**config.mk**
```make
export PLATFORM = sky130hd
export DESIGN_NAME = lp_wake_ctrl
export DESIGN_NICKNAME = d
export VERILOG_FILES = /design/src/rtl/lpw_pkg.sv /design/src/rtl/lpw_irq_eval.sv /design/src/rtl/lpw_wkp_sync.sv /design/src/rtl/lpw_reg_seq.sv /design/src/rtl/lp_wake_ctrl.sv
export SDC_FILE = /design/constraint.sdc
export NUM_CORES = 1
export LEC_CHECK = 0
export BUFFER_PORTS_ARGS = -buffer_cell sky130_fd_sc_hd__buf_2
export CAP_MARGIN = 0
export CORE_UTILIZATION = 36
export CTS_BUF_LIST = sky130_fd_sc_hd__clkbuf_4
export DETAILED_ROUTE_END_ITERATION = 16
export GPL_ROUTABILITY_DRIVEN = 1
export GPL_TIMING_DRIVEN = 0
export PLACE_DENSITY_LB_ADDON = 0.15
export SKIP_LAST_GASP = 1
export SYNTH_ARGS = -nofsm -noshare
export SYNTH_HDL_FRONTEND = slang
export SYNTH_HIERARCHICAL = 1
export SYNTH_SLANG_ARGS = --single-unit
```
**constraint.sdc**
```tcl
create_clock -name clk -period 1.5 [get_ports clk]
set_input_delay 0 -clock clk [delete_from_list [all_inputs] [get_ports clk]]
set_output_delay 0 -clock clk [all_outputs]
set_load 0.02 [all_outputs]
```
**src/rtl/lpw_pkg.sv**
```systemverilog
package lpw_pkg;

    typedef enum logic [2:0] {
        ST_RUN      = 3'd0,
        ST_SLP_WFI  = 3'd1,
        ST_SLP_WFE  = 3'd2,
        ST_DEEP     = 3'd3,
        ST_LPR_EXIT = 3'd4
    } lpw_state_e;

    typedef struct packed {
        lpw_state_e st;
        logic       evt_latch;
        logic       wake;
        logic       take;
        logic       frst;
        logic       lpr;
        logic       raise_ok;
    } lpw_regs_t;

endpackage

```
**src/rtl/lpw_irq_eval.sv**
```systemverilog
module lpw_irq_eval #(
    parameter int N_IRQ = 8
) (
    input  logic             clk,
    input  logic             rst_n,
    input  logic [N_IRQ-1:0] pend_i,
    input  logic [N_IRQ-1:0] en_i,
    input  logic [N_IRQ-1:0] prio_i,
    output logic             acc_any_o,
    output logic             new_any_o
);
    logic [N_IRQ-1:0] pend_d, pend_q;
    logic [N_IRQ-1:0] acc_vec, new_vec;

    always_comb begin
        pend_d  = pend_i;
        acc_vec = pend_i & en_i & prio_i;
        new_vec = pend_i & ~pend_q;
    end

    always_ff @(posedge clk or negedge rst_n) begin
        if (!rst_n) pend_q <= '0;
        else        pend_q <= pend_d;
    end

    assign acc_any_o = |acc_vec;
    assign new_any_o = |new_vec;
endmodule

```
**src/rtl/lpw_wkp_sync.sv**
```systemverilog
module lpw_wkp_sync #(
    parameter int N_WKP = 4
) (
    input  logic             clk,
    input  logic             rst_n,
    input  logic [N_WKP-1:0] pin_i,
    input  logic [N_WKP-1:0] en_i,
    output logic             rise_any_o
);
    logic [N_WKP-1:0] s1_q, s2_q, s3_q;
    logic [N_WKP-1:0] s1_d, s2_d, s3_d;
    logic [N_WKP-1:0] rise_vec;

    always_comb begin
        s1_d = pin_i;
        s2_d = s1_q;
        s3_d = s2_q;
    end

    for (genvar g = 0; g < N_WKP; g++) begin : g_pin
        assign rise_vec[g] = s2_q[g] & ~s3_q[g] & en_i[g];
    end

    always_ff @(posedge clk or negedge rst_n) begin
        if (!rst_n) begin
            s1_q <= '0;
            s2_q <= '0;
            s3_q <= '0;
        end else begin
            s1_q <= s1_d;
            s2_q <= s2_d;
            s3_q <= s3_d;
        end
    end

    assign rise_any_o = |rise_vec;
endmodule

```
**src/rtl/lpw_reg_seq.sv**
```systemverilog
module lpw_reg_seq #(
    parameter int SETTLE_CYC = 1
) (
    input  logic clk,
    input  logic rst_n,
    input  logic active_i,
    input  logic flag_i,
    output logic done_o
);
    localparam int CW = $clog2(SETTLE_CYC + 1);
    localparam logic [CW-1:0] LAST = CW'(SETTLE_CYC - 1);

    logic [CW-1:0] cnt_d, cnt_q;

    always_comb begin
        if (!active_i || flag_i) cnt_d = '0;
        else if (cnt_q == LAST)  cnt_d = '0;
        else                     cnt_d = cnt_q + 1'b1;
    end

    always_ff @(posedge clk or negedge rst_n) begin
        if (!rst_n) cnt_q <= '0;
        else        cnt_q <= cnt_d;
    end

    assign done_o = active_i & ~flag_i & (cnt_q == LAST);
endmodule

```
**src/rtl/lp_wake_ctrl.sv**
```systemverilog
module lp_wake_ctrl
    import lpw_pkg::*;
#(
    parameter int N_IRQ      = 8,
    parameter int N_WKP      = 4,
    parameter int SETTLE_CYC = 1
) (
    input  logic             clk,
    input  logic             rst_n,
    input  logic             wfi_req,
    input  logic             wfe_req,
    input  logic             exc_ret,
    input  logic             sleep_on_exit,
    input  logic             sev_on_pend,
    input  logic [N_IRQ-1:0] irq_pend,
    input  logic [N_IRQ-1:0] irq_en,
    input  logic [N_IRQ-1:0] irq_prio_ok,
    input  logic             evt_in,
    input  logic             deep_sel,
    input  logic             ext_rst_req,
    input  logic             wdg_rst,
    input  logic [N_WKP-1:0] wkp_pin,
    input  logic [N_WKP-1:0] wkp_en,
    input  logic             lprun_enter,
    input  logic             lprun_leave,
    input  logic             reg_lp_flag,
    output logic [2:0]       lp_state,
    output logic             wake_pulse,
    output logic             take_irq,
    output logic             full_rst_req,
    output logic             lpr_req,
    output logic             clk_raise_ok
);
    lpw_regs_t r_d, r_q;
    logic acc_any, new_any, wkp_rise, reg_done;
    logic evt_set, deep_exit;

    lpw_irq_eval #(.N_IRQ(N_IRQ)) u_irq (
        .clk(clk), .rst_n(rst_n),
        .pend_i(irq_pend), .en_i(irq_en), .prio_i(irq_prio_ok),
        .acc_any_o(acc_any), .new_any_o(new_any)
    );

    lpw_wkp_sync #(.N_WKP(N_WKP)) u_wkp (
        .clk(clk), .rst_n(rst_n),
        .pin_i(wkp_pin), .en_i(wkp_en),
        .rise_any_o(wkp_rise)
    );

    lpw_reg_seq #(.SETTLE_CYC(SETTLE_CYC)) u_reg (
        .clk(clk), .rst_n(rst_n),
        .active_i(r_q.st == ST_LPR_EXIT), .flag_i(reg_lp_flag),
        .done_o(reg_done)
    );

    always_comb begin
        evt_set   = evt_in | (sev_on_pend & new_any);
        deep_exit = ext_rst_req | wdg_rst | wkp_rise;
        r_d       = r_q;
        r_d.wake  = 1'b0;
        r_d.take  = 1'b0;
        r_d.frst  = 1'b0;
        unique case (r_q.st)
            ST_RUN: begin
                if (evt_set) r_d.evt_latch = 1'b1;
                if (lprun_enter) begin
                    r_d.lpr      = 1'b1;
                    r_d.raise_ok = 1'b0;
                end
                if (lprun_leave && r_q.lpr) begin
                    r_d.lpr = 1'b0;
                    r_d.st  = ST_LPR_EXIT;
                end else if (wfi_req) begin
                    if (!acc_any) r_d.st = deep_sel ? ST_DEEP : ST_SLP_WFI;
                end else if (wfe_req) begin
                    if (r_q.evt_latch) r_d.evt_latch = 1'b0;
                    else               r_d.st = deep_sel ? ST_DEEP : ST_SLP_WFE;
                end else if (exc_ret && sleep_on_exit && !acc_any) begin
                    r_d.st = deep_sel ? ST_DEEP : ST_SLP_WFI;
                end
            end
            ST_SLP_WFI: begin
                if (acc_any) begin
                    r_d.st   = ST_RUN;
                    r_d.wake = 1'b1;
                    r_d.take = 1'b1;
                end
            end
            ST_SLP_WFE: begin
                if (acc_any) begin
                    r_d.st   = ST_RUN;
                    r_d.wake = 1'b1;
                    r_d.take = 1'b1;
                end else if (evt_set) begin
                    r_d.st   = ST_RUN;
                    r_d.wake = 1'b1;
                end
            end
            ST_DEEP: begin
                if (deep_exit) begin
                    r_d.st        = ST_RUN;
                    r_d.frst      = 1'b1;
                    r_d.evt_latch = 1'b0;
                    r_d.lpr       = 1'b0;
                    r_d.raise_ok  = 1'b1;
                end
            end
            ST_LPR_EXIT: begin
                if (reg_done) begin
                    r_d.st       = ST_RUN;
                    r_d.raise_ok = 1'b1;
                end
            end
            default: r_d.st = ST_RUN;
        endcase
    end

    always_ff @(posedge clk or negedge rst_n) begin
        if (!rst_n) begin
            r_q          <= '0;
            r_q.st       <= ST_RUN;
            r_q.raise_ok <= 1'b1;
        end else begin
            r_q <= r_d;
        end
    end

    assign lp_state     = r_q.st;
    assign wake_pulse   = r_q.wake;
    assign take_irq     = r_q.take;
    assign full_rst_req = r_q.frst;
    assign lpr_req      = r_q.lpr;
    assign clk_raise_ok = r_q.raise_ok;
endmodule

```
==> results.md, run 1 <==
* Outcome: complete, but fails checks
* Failing checks: negative setup slack
* Pin count of the biggest net entering global routing at 30
* Final clock period utilization by the worst path at 101%
* Max incr delay on CP at about 0.39 ns
* Fill cells at a little under 300
* Fraction of layout cells with a size suffix above 1 at between 40 and 50%
* Synth warn at 6
* Hold endpoint: lp_state[0]
* Crit path required time at between 1.5 and 2 ns
* Final setup violation count at 2
* Static leakage power at just over 0.0009 uW
* Synth Cell Area at between 0.001 and 0.0015 mm2
* DP Worst Slack at -0.0658 ns
* Worst hold start: deep_sel
* # DRC at 0
* Pre-antenna DRT Iters at 4
* Crit Path Max Fanout at 3
* Xor/xnor share of the synthesized area at less than 1%
* DRT iter0 DRCs at 17
* Ant. Diodes at 0
* Worst r2r dst: lpr_req
* Reg power frac at a little over two fifths
* Clk sink count at 29
* Wire per inst at approximately 11 um
* Reg-to-reg slack, setup at -0.02 ns
* Total CTS buffers at 5
* EDFF count, synth at 0
* Via Count at about 1100
* Fin Clk Skew at a little under 0.006 ns
* Final hold slack at ~0.027 ns
* Total nets after synthesis at between 150 and 200
* Final HPWL from detailed placement at 1.86 mm
* P&R area growth vs syn at 47.6%
* Startpoint Class: register
* Input/output buffers at 53
* Post-Syn Instances at ~110
* Most frequent cells in the layout: buf_2, dfrtp_1, dlygate4sd3_1, inv_1, nand2_1
* TritonCTS clock tree: done
* Critical path arrival at between 1.5 and 2 ns
* GRT Util Overall at between 15 and 20%
* Synthesized area per cell at about 12 um2
* Max cap viols at 0
* Worst-Margin Slew at ~0.63 ns
* Max VDD drop at 0.627 mV
* Rel. slew slack at just under 60%
* Grt ovf at 0
* Post-synthesis mux area share at 0%
* Clk root buf: clkbuf_4
* Clock Power Share at 25.7%
* Post-synthesis simple-gate area fraction at about a fifth
* Global placement routability congestion at 0.743
* FF/Latch Area at about 730 um2
* Initial antenna violation count at 0
* Comb power frac at roughly a third
* Max Root-Sink Buffers at 2
* Multi-input logic area at 459 um2
* Routed WL at roughly 2.5 mm
* Fmax at 0.660 GHz
* Tightest Hold Check Type: in2reg
* NetSw at around 750 uW
* Die width at between 60 and 70 um
* Post-synth cell types at 36
* Die Y at approximately 61 um
* Yosys reg bits at 29
* Fin worst setup slack at -0.0153 ns
* Critical path class: reg2reg
* P per Cell Area at 1320 mW/mm2
* Final min period at around 1.5 ns
* Cell Int Power at about 1700 uW
* Switching Share at between 30 and 40%
* Initial core utilization at around 40%
* Vias in the first global route at roughly 1000
* DR vias/cell at 4.70
* Hold path depth at 3
* Slowest cell on crit path: dfrtp_1
* Final Hold Vio Count at 0
* Register-to-Register Path Depth at 7
* Largest family of logic cells by synthesized area: simple AND/OR/NAND/NOR gates
* Top-level I/O count at 54
* Row cnt at 20
* Worst skew pair latency at between 0.3 and 0.4 ns
* Final Max Slew Viols at 0
* First-pass GRT wire length at between 4 and 5 mm
* RSZ-0062 raised after global routing: yes
* Final nets at roughly 230
* CP endpoint kind: register
* Synth Area in Compound Gates at between 10% and 20%
* Post-detailed-route count of antenna-violating nets at 0
* Ys flop type: dfrtp_1
* Crit-path cells: nand2_1 > o22ai_2 > or2_1 > or3_1 > nand3_2 > inv_2 > a311oi_2
* Seq/Total Area, Yosys at 58.7%
* Adder-Cell Fraction of Synth Area at 0%
* FF-to-FF Start: u_wkp/s2_q[0]
* Die area at about 0.0037 mm2
* CTS clock-pin slew for the worst setup and hold paths at approximately 0.09 ns
* Async SR Flop Fraction at between 90% and 100%
* H-tree lvl count at 2
* Most common cell after layout, fill and taps aside: buf_2
* Placeable Area at ~0.0032 mm2
power groups by stage:
stage | sequential (uW) | clock, uW | combinational, uW
after CTS | 1010 | 644 | 778
after global routing | 1020 | 692 | 869
after detailed placement | 1030 | 0 | 745
final | 1010 | 622 | 791
after global placement | 1020 | 0 | 736
after floorplan | 1060 | 0 | 473
cells in the mapped netlist (3+ instances only):
| master | n | area share (%) |
|---|---|---|
| nor2_1 | 4 | 1.2 |
| inv_1 | 10 | 3.0 |
| o22ai_1 | 6 | 3.0 |
| dfrtp_1 | 28 | 57 |
| buf_4 | 3 | 1.8 |
| a21oi_1 | 4 | 1.6 |
| nor3_1 | 3 | 1.2 |
| nand2_1 | 7 | 2.1 |
| nand3_1 | 5 | 2.0 |
| nand2b_1 | 4 | 2.0 |
| nor2b_1 | 4 | 2.0 |
logic make-up after synthesis:
kind of cell	count (synthesis)
XOR/XNOR	1
buffers and inverters	16
AO/OA/AOI/OAI	21
flip-flops	29
AND/OR/NAND/NOR	40
metal layers:
| metal | global-route usage (%) | wire [um] |
|---|---|---|
| met5 | 0 | 0 |
| met3 | 7.68 | 154 |
| met1 | 17.1 | 1040 |
| met4 | 4.87 | 0 |
| met2 | 28.7 | 1340 |
timing repair:
action	CTS	global route
endpoints found under the setup margin	3	5
endpoints found under the hold margin	41	0
hold buffers	14	0
setup buffers	1	2
gates resized for setup	1	5
pin swaps	1	3
worst max-delay path, delay by kind of cell (launching register included):
kind,cells,cell delay (ns)
buffers and inverters,1,0.05
AOI/OAI and AO/OA,2,0.24
DFF,1,0.39
and+or+nand+nor,4,0.75
area by class of cell:
type                       instances  area share (%)
sequential                        29            39.8
multi-input combinational         62            25.1
timing repair buffer              69            23.4
tap                               44            3.01
clock buffer                       6            2.47
inverter                          11            2.26
buffer                             5            2.12
clock inverter                     2            1.85
state kept, by name, summed over array words and instances, names as in the netlist:
signal	count
lpr_req	1
full_rst_req	1
u_wkp/s2_q	4
clk_raise_ok	1
lp_state	3
u_wkp/s3_q	4
wake_pulse	1
take_irq	1
r_q	1
u_wkp/s1_q	4
u_irq/pend_q	8
how the worst max path moves through the flow:
| stage | slack [ns] | end | depth (start not counted) | startpoint |
|---|---|---|---|---|
| 3_3_place_gp | -0.08 | r_q[5] | 5 | u_irq/pend_q[6] |
| 6_report | -0.02 | lpr_req | 7 | u_wkp/s2_q[0] |
| 5_1_grt | -0.09 | lpr_req | 7 | u_wkp/s2_q[0] |
| 4_1_cts | -0.002 | r_q[5] | 5 | u_irq/pend_q[7] |
| 3_5_place_dp | -0.07 | r_q[5] | 5 | u_irq/pend_q[6] |
| 2_1_floorplan | 0.05 | r_q[5] | 5 | u_irq/pend_q[6] |
per-stage QoR:
stage / area [um2] / util (%) / power [uW] / TNS (ns) / instances
2_1_floorplan: 1240 / - / 1540 / 0 / 107
5_1_grt: 1830 / 57.9 / 2590 / -0.261 / 228
3_3_place_gp: 1560 / 49.4 / 1750 / -0.202 / 204
3_5_place_dp: 1560 / 49.4 / 1770 / -0.175 / 204
6_report: 1830 / 57.9 / 2420 / -0.0211 / 228
4_1_cts: 1790 / 56.7 / 2430 / -0.00333 / 227
Note: power is estimated with default switching activity, not from simulation.
==> run 2, diff against run 1 <==
Settings changed: CELL_PAD_IN_SITES_DETAIL_PLACEMENT from default to 0, CELL_PAD_IN_SITES_GLOBAL_PLACEMENT from default to 2, CORE_UTILIZATION 36 to 26.
==> run 2 against run 1 <==
Combinational power fell by 0.9%. Sequential share of layout area rose by 0.27 points. Largest cell class unchanged. Via count fell by 1.5%. Maximum frequency rose by 0.27%. Critical path depth fell by 2. Clock skew rose by 0.0011 ns. The run still ends with negative setup slack left. Largest power group unchanged.
==> results.md, run 2 (synthesis gave the netlist of run 1 again) <==
* Rel. slew slack at 56.7% (was 57.9%)
* Worst r2r dst: r_q[5] (was lpr_req)
* Die width at 71.0 um (was 60.6 um)
* CTS clock-pin slew for the worst setup and hold paths at 0.10 ns (was 0.09 ns)
* Outcome: complete, but fails checks (unchanged)
* Clk sink count at 29 (unchanged)
* Hold endpoint: lp_state[0] (unchanged)
* Top-level I/O count at 54 (unchanged)
* Input/output buffers at 53 (unchanged)
* Final instance area at 0.00181 mm2 (was 0.00183 mm2)
* Pin count of the biggest net entering global routing at 30 (unchanged)
* Most common cell after layout, fill and taps aside: buf_2 (unchanged)
* Static leakage power at 0.000897 uW (was 0.000909 uW)
* P&R area growth vs syn at 46.6% (was 47.6%)
* Die Y at 71.0 um (was 60.6 um)
* Final Hold Vio Count at 0 (unchanged)
* DRT iter0 DRCs at 39 (was 17)
* Failing checks: negative setup slack (unchanged)
* Crit Path Max Fanout at 3 (unchanged)
* Register-to-Register Path Depth at 5 (was 7)
* Max VDD drop at 0.436 mV (was 0.627 mV)
* Fin Clk Skew at 0.00692 ns (was 0.00578 ns)
* Post-detailed-route count of antenna-violating nets at 0 (unchanged)
* Inst Count DP at 212 (was 204)
* CP endpoint kind: register (unchanged)
* Max cap viols at 0 (unchanged)
* Die area at 0.00504 mm2 (was 0.00368 mm2)
* CP bufs+invs at 0 (was 1)
* Global placement routability congestion at 0.747 (was 0.743)
* Fraction of layout cells with a size suffix above 1 at 43.8% (was 44.0%)
* Crit path required time at 1.72 ns (was 1.73 ns)
* Biggest register: u_irq/pend_q (unchanged)
* Reg-to-reg slack, setup at -0.01 ns (was -0.02 ns)
* Hold path depth at 3 (unchanged)
* P per Cell Area at 1240 mW/mm2 (was 1320 mW/mm2)
* Max Root-Sink Buffers at 2 (unchanged)
* Routed WL at 2.75 mm (was 2.53 mm)
* Final Max Slew Viols at 0 (unchanged)
* Vias in the first global route at 1125 (was 998)
* CP top delay family: simple AND/OR/NAND/NOR gates (unchanged)
* Final HPWL from detailed placement at 2.06 mm (was 1.86 mm)
* H-tree lvl count at 2 (unchanged)
* Fin worst setup slack at -0.0111 ns (was -0.0153 ns)
* Total power at 2250 uW (was 2420 uW)
* RSZ-0062 raised after global routing: yes (unchanged)
* Slowest cell on crit path: or4_4 (was dfrtp_1)
* Initial core utilization at 27.7% (was 39.2%)
* Placeable Area at 0.00447 mm2 (was 0.00315 mm2)
* FF-to-FF Start: u_irq/pend_q[1] (was u_wkp/s2_q[0])
* Wire per inst at 11.6 um (was 11.1 um)
* Grt ovf at 0 (unchanged)
* Ant. Diodes at 0 (unchanged)
* Crit-path cells: o22ai_1 > or4_4 > a21oi_4 > nor3b_2 > a31o_1 (was nand2_1 > o22ai_2 > or2_1 > or3_1 > nand3_2 > inv_2 > a311oi_2)
* Worst skew pair latency at 0.32 ns (was 0.31 ns)
* Pre-antenna DRT Iters at 3 (was 4)
* Critical path arrival at 1.73 ns (was 1.74 ns)
* GRT Util Overall at 12.4% (was 16.2%)
* TritonCTS clock tree: done (unchanged)
* Max reg flops at 8 (unchanged)
* Max incr delay on CP at 0.55 ns (was 0.39 ns)
* First-pass GRT wire length at 4.82 mm (was 4.13 mm)
* Via Count at 1056 (was 1072)
* Final clock period utilization by the worst path at 101% (about the same)
* Final nets at 230 (was 229)
* Most frequent cells in the layout: buf_2, dfrtp_1, dlygate4sd3_1, inv_1, nand2_1 (unchanged)
* Final Non-Filler Cells at 237 (was 228)
* Final setup violation count at 2 (unchanged)
* Startpoint Class: register (unchanged)
* Tightest Hold Check Type: in2reg (unchanged)
* DP Worst Slack at -0.108 ns (was -0.0658 ns)
* Critical Path Stages at 5 (was 7)
* Placed cell areas at 0.00157 mm2 (was 0.00156 mm2)
* Worst-Margin Slew at 0.649 ns (was 0.632 ns)
* DR vias/cell at 4.46 (was 4.70)
* Row cnt at 24 (was 20)
* Clk root buf: clkbuf_4 (unchanged)
* Total CTS buffers at 5 (unchanged)
* Final hold slack at 0.0205 ns (was 0.0274 ns)
* Final min period at 1.51 ns (was 1.52 ns)
* # DRC at 0 (unchanged)
* Critical path class: reg2reg (unchanged)
* Worst hold start: deep_sel (unchanged)
* Initial antenna violation count at 0 (unchanged)
* Fmax at 0.662 GHz (was 0.660 GHz)
[run 2: cell types whose count changed in the layout (fill, tap and decap cells not counted), sizes merged]
| cell | delta |
|---|---|
| buf | -1 |
| clkinvlp | +1 |
| clkinv | +1 |
| bufinv | -1 |
| dlygate4sd3 | +1 |
[run 2: final cells by class]
class	count	area, um2
plain buffers	5	41.3
clock buffers	5	37.5
clock inverters	3	17.5
fillers	463	2660
inverters	11	41.3
multi-input cells	62	452
flip-flops and latches	29	727
well taps	52	65.1
repair buffers	70	433
[run 2: worst max-delay path by stage]
| stage | startpoint | to | slack [ns] |
|---|---|---|---|
| after floorplan | u_irq/pend_q[6] | r_q[5] | 0.05 |
| after global placement | u_irq/pend_q[6] | r_q[5] | -0.11 |
| after detailed placement | u_irq/pend_q[4] | r_q[5] | -0.11 |
| after CTS | u_irq/pend_q[4] | lp_state[1] | -0.04 |
| after global routing | u_wkp/s2_q[2] | lpr_req | -0.08 |
| final | u_irq/pend_q[1] | r_q[5] | -0.01 |
[run 2: per-stage QoR]
| step | setup TNS (ns) | util [%] |
|---|---|---|
| floorplan | 0 | - |
| global placement | -0.307 | 35.0 |
| detailed placement | -0.305 | 35.0 |
| CTS | -0.0786 | 39.9 |
| global route | -0.234 | 40.5 |
| finish | -0.0217 | 40.5 |
[run 2: power breakdown]
| part | switching, uW | internal [uW] | leakage [uW] |
|---|---|---|---|
| combinational | 391 | 393 | 0.000519 |
| sequential | 104 | 905 | 0.000347 |
| clock | 279 | 176 | 0.0000310 |
[run 2: layer usage]
metal	share of wire (%)	track usage, %	vias up
met4	1.2	4.67	0
met2	52	21.8	33
met5	0	0	-
met1	41	13.9	491
met3	5.7	4.27	4
li1	-	-	528
[run 2: timing repair]
item	4_1_cts	5_1_grt
hold buffers	15	0
pin swaps	1	2
hold endpoints to repair	41	0
gates cloned	0	0
resized for setup	1	4
buffers inserted	1	2
endpoints found under the setup margin	4	6
[run 2: worst reg2reg max path: stages, from the launching register on]
cell and delay [ns]:
dfrtp_1 0.34, o22ai_1 0.07, or4_4 0.55, a21oi_4 0.20, nor3b_2 0.06, a31o_1 0.18
==> run 3, diff against run 2 <==
Settings changed: ABC_AREA from default to 1, CORE_MARGIN from default to 8, CORE_UTILIZATION 26 to 24.
==> run 3 against run 2 <==
The run now ends clean. Critical endpoint is now lp_state[0]. Largest cell class unchanged. Global-route usage decreased by 3.2 points. Setup slack gained 0.076 ns. Combinational power rose by 39%. Total power rose by 14%.
==> results.md, run 3 <==
* Outcome: complete, no violations (was complete, but fails checks)
* Fill cells at 591 (was 463)
* Max cap viols at 0 (unchanged)
* CP top delay family: simple AND/OR/NAND/NOR gates (unchanged)
* Max incr delay on CP at 0.45 ns (was 0.55 ns)
* Clk sink count at 29 (unchanged)
* Fraction of layout cells with a size suffix above 1 at 40.3% (was 43.8%)
* Reg-to-reg slack, setup at 0.07 ns (was -0.01 ns)
* Final hold slack at 0.0216 ns (was 0.0205 ns)
* FF-to-FF Start: lp_state[0] (was u_irq/pend_q[1])
* Pin count of the biggest net entering global routing at 30 (unchanged)
* Worst skew pair latency at 0.33 ns (was 0.32 ns)
* Most frequent CP cell: nand2_2
* Crit Path Max Fanout at 3 (unchanged)
* Synth Cell Area at 0.00131 mm2 (was 0.00124 mm2)
* Total power at 2570 uW (was 2250 uW)
* P&R area growth vs syn at 47.5% (was 46.6%)
* Synthesized area per cell at 8.41 um2 (was 11.6 um2)
* Global placement routability congestion at 0.752 (was 0.747)
* Fin worst setup slack at 0.0651 ns (was -0.0111 ns)
* Ant. Diodes at 0 (unchanged)
* Slowest cell on crit path: dfrtp_2 (was or4_4)
* Post-detailed-route count of antenna-violating nets at 0 (unchanged)
* Top-count cell post-synth: nand2_1 (was dfrtp_1)
* Most frequent cells in the layout: buf_2, nand2_1, dfrtp_1, inv_1, nand3_1 (was buf_2, dfrtp_1, dlygate4sd3_1, inv_1, nand2_1)
* Final setup violation count at 0 (was 2)
* Rel. slew slack at 56.6% (was 56.7%)
* Leading area contributor after synthesis: dfrtp_1 (unchanged)
* Seq/Total Area, Yosys at 55.4% (was 58.7%)
* Worst-Margin Slew at 0.652 ns (was 0.649 ns)
* Final HPWL from detailed placement at 2.65 mm (was 2.06 mm)
* Fmax at 0.697 GHz (was 0.662 GHz)
* Die Y at 89.9 um (was 71.0 um)
* Die width at 89.9 um (was 71.0 um)
* Biggest register: u_irq/pend_q (unchanged)
* Max reg flops at 8 (unchanged)
* DR vias/cell at 3.95 (was 4.46)
* Grt ovf at 0 (unchanged)
* Hold endpoint: lp_state[1] (was lp_state[0])
* Length of routed met2 wiring at 1.56 mm (was 1.42 mm)
* Highest metal used: met4 (unchanged)
* P per Cell Area at 1330 mW/mm2 (was 1240 mW/mm2)
* Pre-antenna DRT Iters at 4 (was 3)
* Die area at 0.00808 mm2 (was 0.00504 mm2)
* Worst hold start: deep_sel (unchanged)
* Fin Clk Skew at 0.0152 ns (was 0.00692 ns)
* Initial core utilization at 24.3% (was 27.7%)
* Critical path arrival at 1.67 ns (was 1.73 ns)
* Synth cell count leaders: nand2_1, dfrtp_1, inv_1 (was dfrtp_1, inv_1, nand2_1)
* Tightest Hold Check Type: in2reg (unchanged)
* Static leakage power at 0.00106 uW (was 0.000897 uW)
* Area contributors post-synth: dfrtp_1, nand2_1, inv_1, nand3_1, nor2_1 (was dfrtp_1, inv_1, o22ai_1, dfstp_2, nand2_1)
* Synth warn at 6 (unchanged)
* Wire per inst at 11.2 um (was 11.6 um)
* Initial antenna violation count at 0 (unchanged)
* Ys flop type: dfrtp_1 (unchanged)
* Post-synth cell types at 21 (was 36)
* Yosys reg bits at 29 (unchanged)
* Top-level I/O count at 54 (unchanged)
* Final nets at 283 (was 230)
* Metal3 WL at 211 um (was 156 um)
* CTS clock-pin slew for the worst setup and hold paths at 0.10 ns (about the same)
* CP endpoint kind: register (unchanged)
* Routed WL at 3.46 mm (was 2.75 mm)
* Final min period at 1.43 ns (was 1.51 ns)
* Placeable Area at 0.00541 mm2 (was 0.00447 mm2)
* Total CTS buffers at 5 (unchanged)
* Most common cell after layout, fill and taps aside: buf_2 (unchanged)
* Worst r2r dst: lp_state[0] (was r_q[5])
* Async SR Flop Fraction at 100% (unchanged)
* Final clock period utilization by the worst path at 95.7% (was 101%)
* Max Root-Sink Buffers at 2 (unchanged)
* Crit-path cells: nor2_4 > nand2_2 > inv_2 > inv_1 > nor2_2 > nand3b_1 > nand2_2 > nor2_4 > nand2_2 > nand2_1 > nand2_1 (was o22ai_1 > or4_4 > a21oi_4 > nor3b_2 > a31o_1)
* TNS Setup at 0 ns (was -0.0217 ns)
* # DRC at 0 (unchanged)
* TritonCTS clock tree: done (unchanged)
* Vias in the first global route at 1350 (was 1125)
* Startpoint Class: register (unchanged)
* EDFF count, synth at 0 (unchanged)
* DRT iter0 DRCs at 27 (was 39)
* Metal-1 WL at 1.63 mm (was 1.13 mm)
* Post-Syn Instances at 156 (was 107)
* Row cnt at 27 (was 24)
* Total nets after synthesis at 202 (was 153)
* Hold path depth at 5 (was 3)
* Critical path class: reg2reg (unchanged)
* Util after Layout at 35.8% (was 40.5%)
* DP Worst Slack at -0.0763 ns (was -0.108 ns)
* Crit path required time at 1.73 ns (was 1.72 ns)
* H-tree lvl count at 2 (unchanged)
* Input/output buffers at 53 (unchanged)
* CP bufs+invs at 2 (was 0)
* Clk root buf: clkbuf_4 (unchanged)
* Final Hold Vio Count at 0 (unchanged)
* GRT Util Overall at 9.23% (was 12.4%)
* Synth top area share at 53.4% (was 56.6%)
* First-pass GRT wire length at 6.09 mm (was 4.82 mm)
* Register-to-Register Path Depth at 11 (was 5)
* RSZ-0062 raised after global routing: yes (unchanged)
* Final Max Slew Viols at 0 (unchanged)
* Max VDD drop at 0.669 mV (was 0.436 mV)
* Via Count at 1226 (was 1056)
run 3: changes by cell type after synthesis, sizes merged, moves of 4 or more:
cell	previous run	this run
o22ai	6	1
nand2b	4	0
nand2	7	48
nor3	4	0
nor2	4	17
inv	11	25
o21ai	0	10
nand3	6	18
nor2b	5	0
run 3: what timing repair did:
action,4_1_cts,5_1_grt
hold endpoints to repair,41,0
hold buffers,14,0
gates resized for setup,4,8
pin swaps,0,5
endpoints found under the setup margin,2,3
setup buffers,2,5
run 3: cells by family (layout without fill, tap and decap cells):
group           count (synthesis)  count (layout)  synth area share [%]
compound gates                 13              13                  5.63
buf+inv                        29             111                  9.16
flops                          29              29                  55.4
simple gates                   85              85                  29.8
run 3: worst register-to-register path: cells and delay by family (launching register included):
| kind | cells | cell delay (ns) |
|---|---|---|
| buffers and inverters | 2 | 0.10 |
| AND/OR/NAND/NOR | 9 | 0.79 |
| flip-flops | 1 | 0.45 |
run 3: worst max-delay path by stage:
stage	from	end	cells past startpoint
finish	lp_state[0]	lp_state[0]	11
global route	lp_state[0]	lp_state[1]	11
CTS	lp_state[1]	lp_state[0]	11
detailed placement	lp_state[1]	lp_state[0]	11
global placement	lp_state[1]	lp_state[0]	11
floorplan	lp_state[1]	lp_state[1]	11
run 3: area by class of cell:
type / count / area (um2) / area share [%]
flip-flops and latches: 29 / 729 / 37.7
clock buffers: 5 / 37.5 / 1.94
repair buffers: 74 / 458 / 23.7
clock inverters: 3 / 12.5 / 0.647
well taps: 72 / 90.1 / 4.66
inverters: 26 / 97.6 / 5.05
plain buffers: 3 / 22.5 / 1.16
multi-input cells: 98 / 487 / 25.2
run 3: per-layer routing:
| layer | GRT usage, % | vias up |
|---|---|---|
| li1 | - | 643 |
| met1 | 10.9 | 545 |
| met2 | 14.4 | 32 |
| met3 | 3.91 | 6 |
| met4 | 3.74 | 0 |
| met5 | 0 | - |
run 3: through the flow:
step | std cells | cell area [um2]
3_5_place_dp | 281 | 1670
3_3_place_gp | 281 | 1670
4_1_cts | 305 | 1880
2_1_floorplan | 156 | 1310
5_1_grt | 310 | 1930
6_report | 310 | 1930
run 3: report_power, final:
part           leakage (uW)  switching [uW]  internal (uW)
combinational      0.000689             624            469
clock             0.0000300             278            169
sequential         0.000343             103            924
total               0.00106            1010           1560
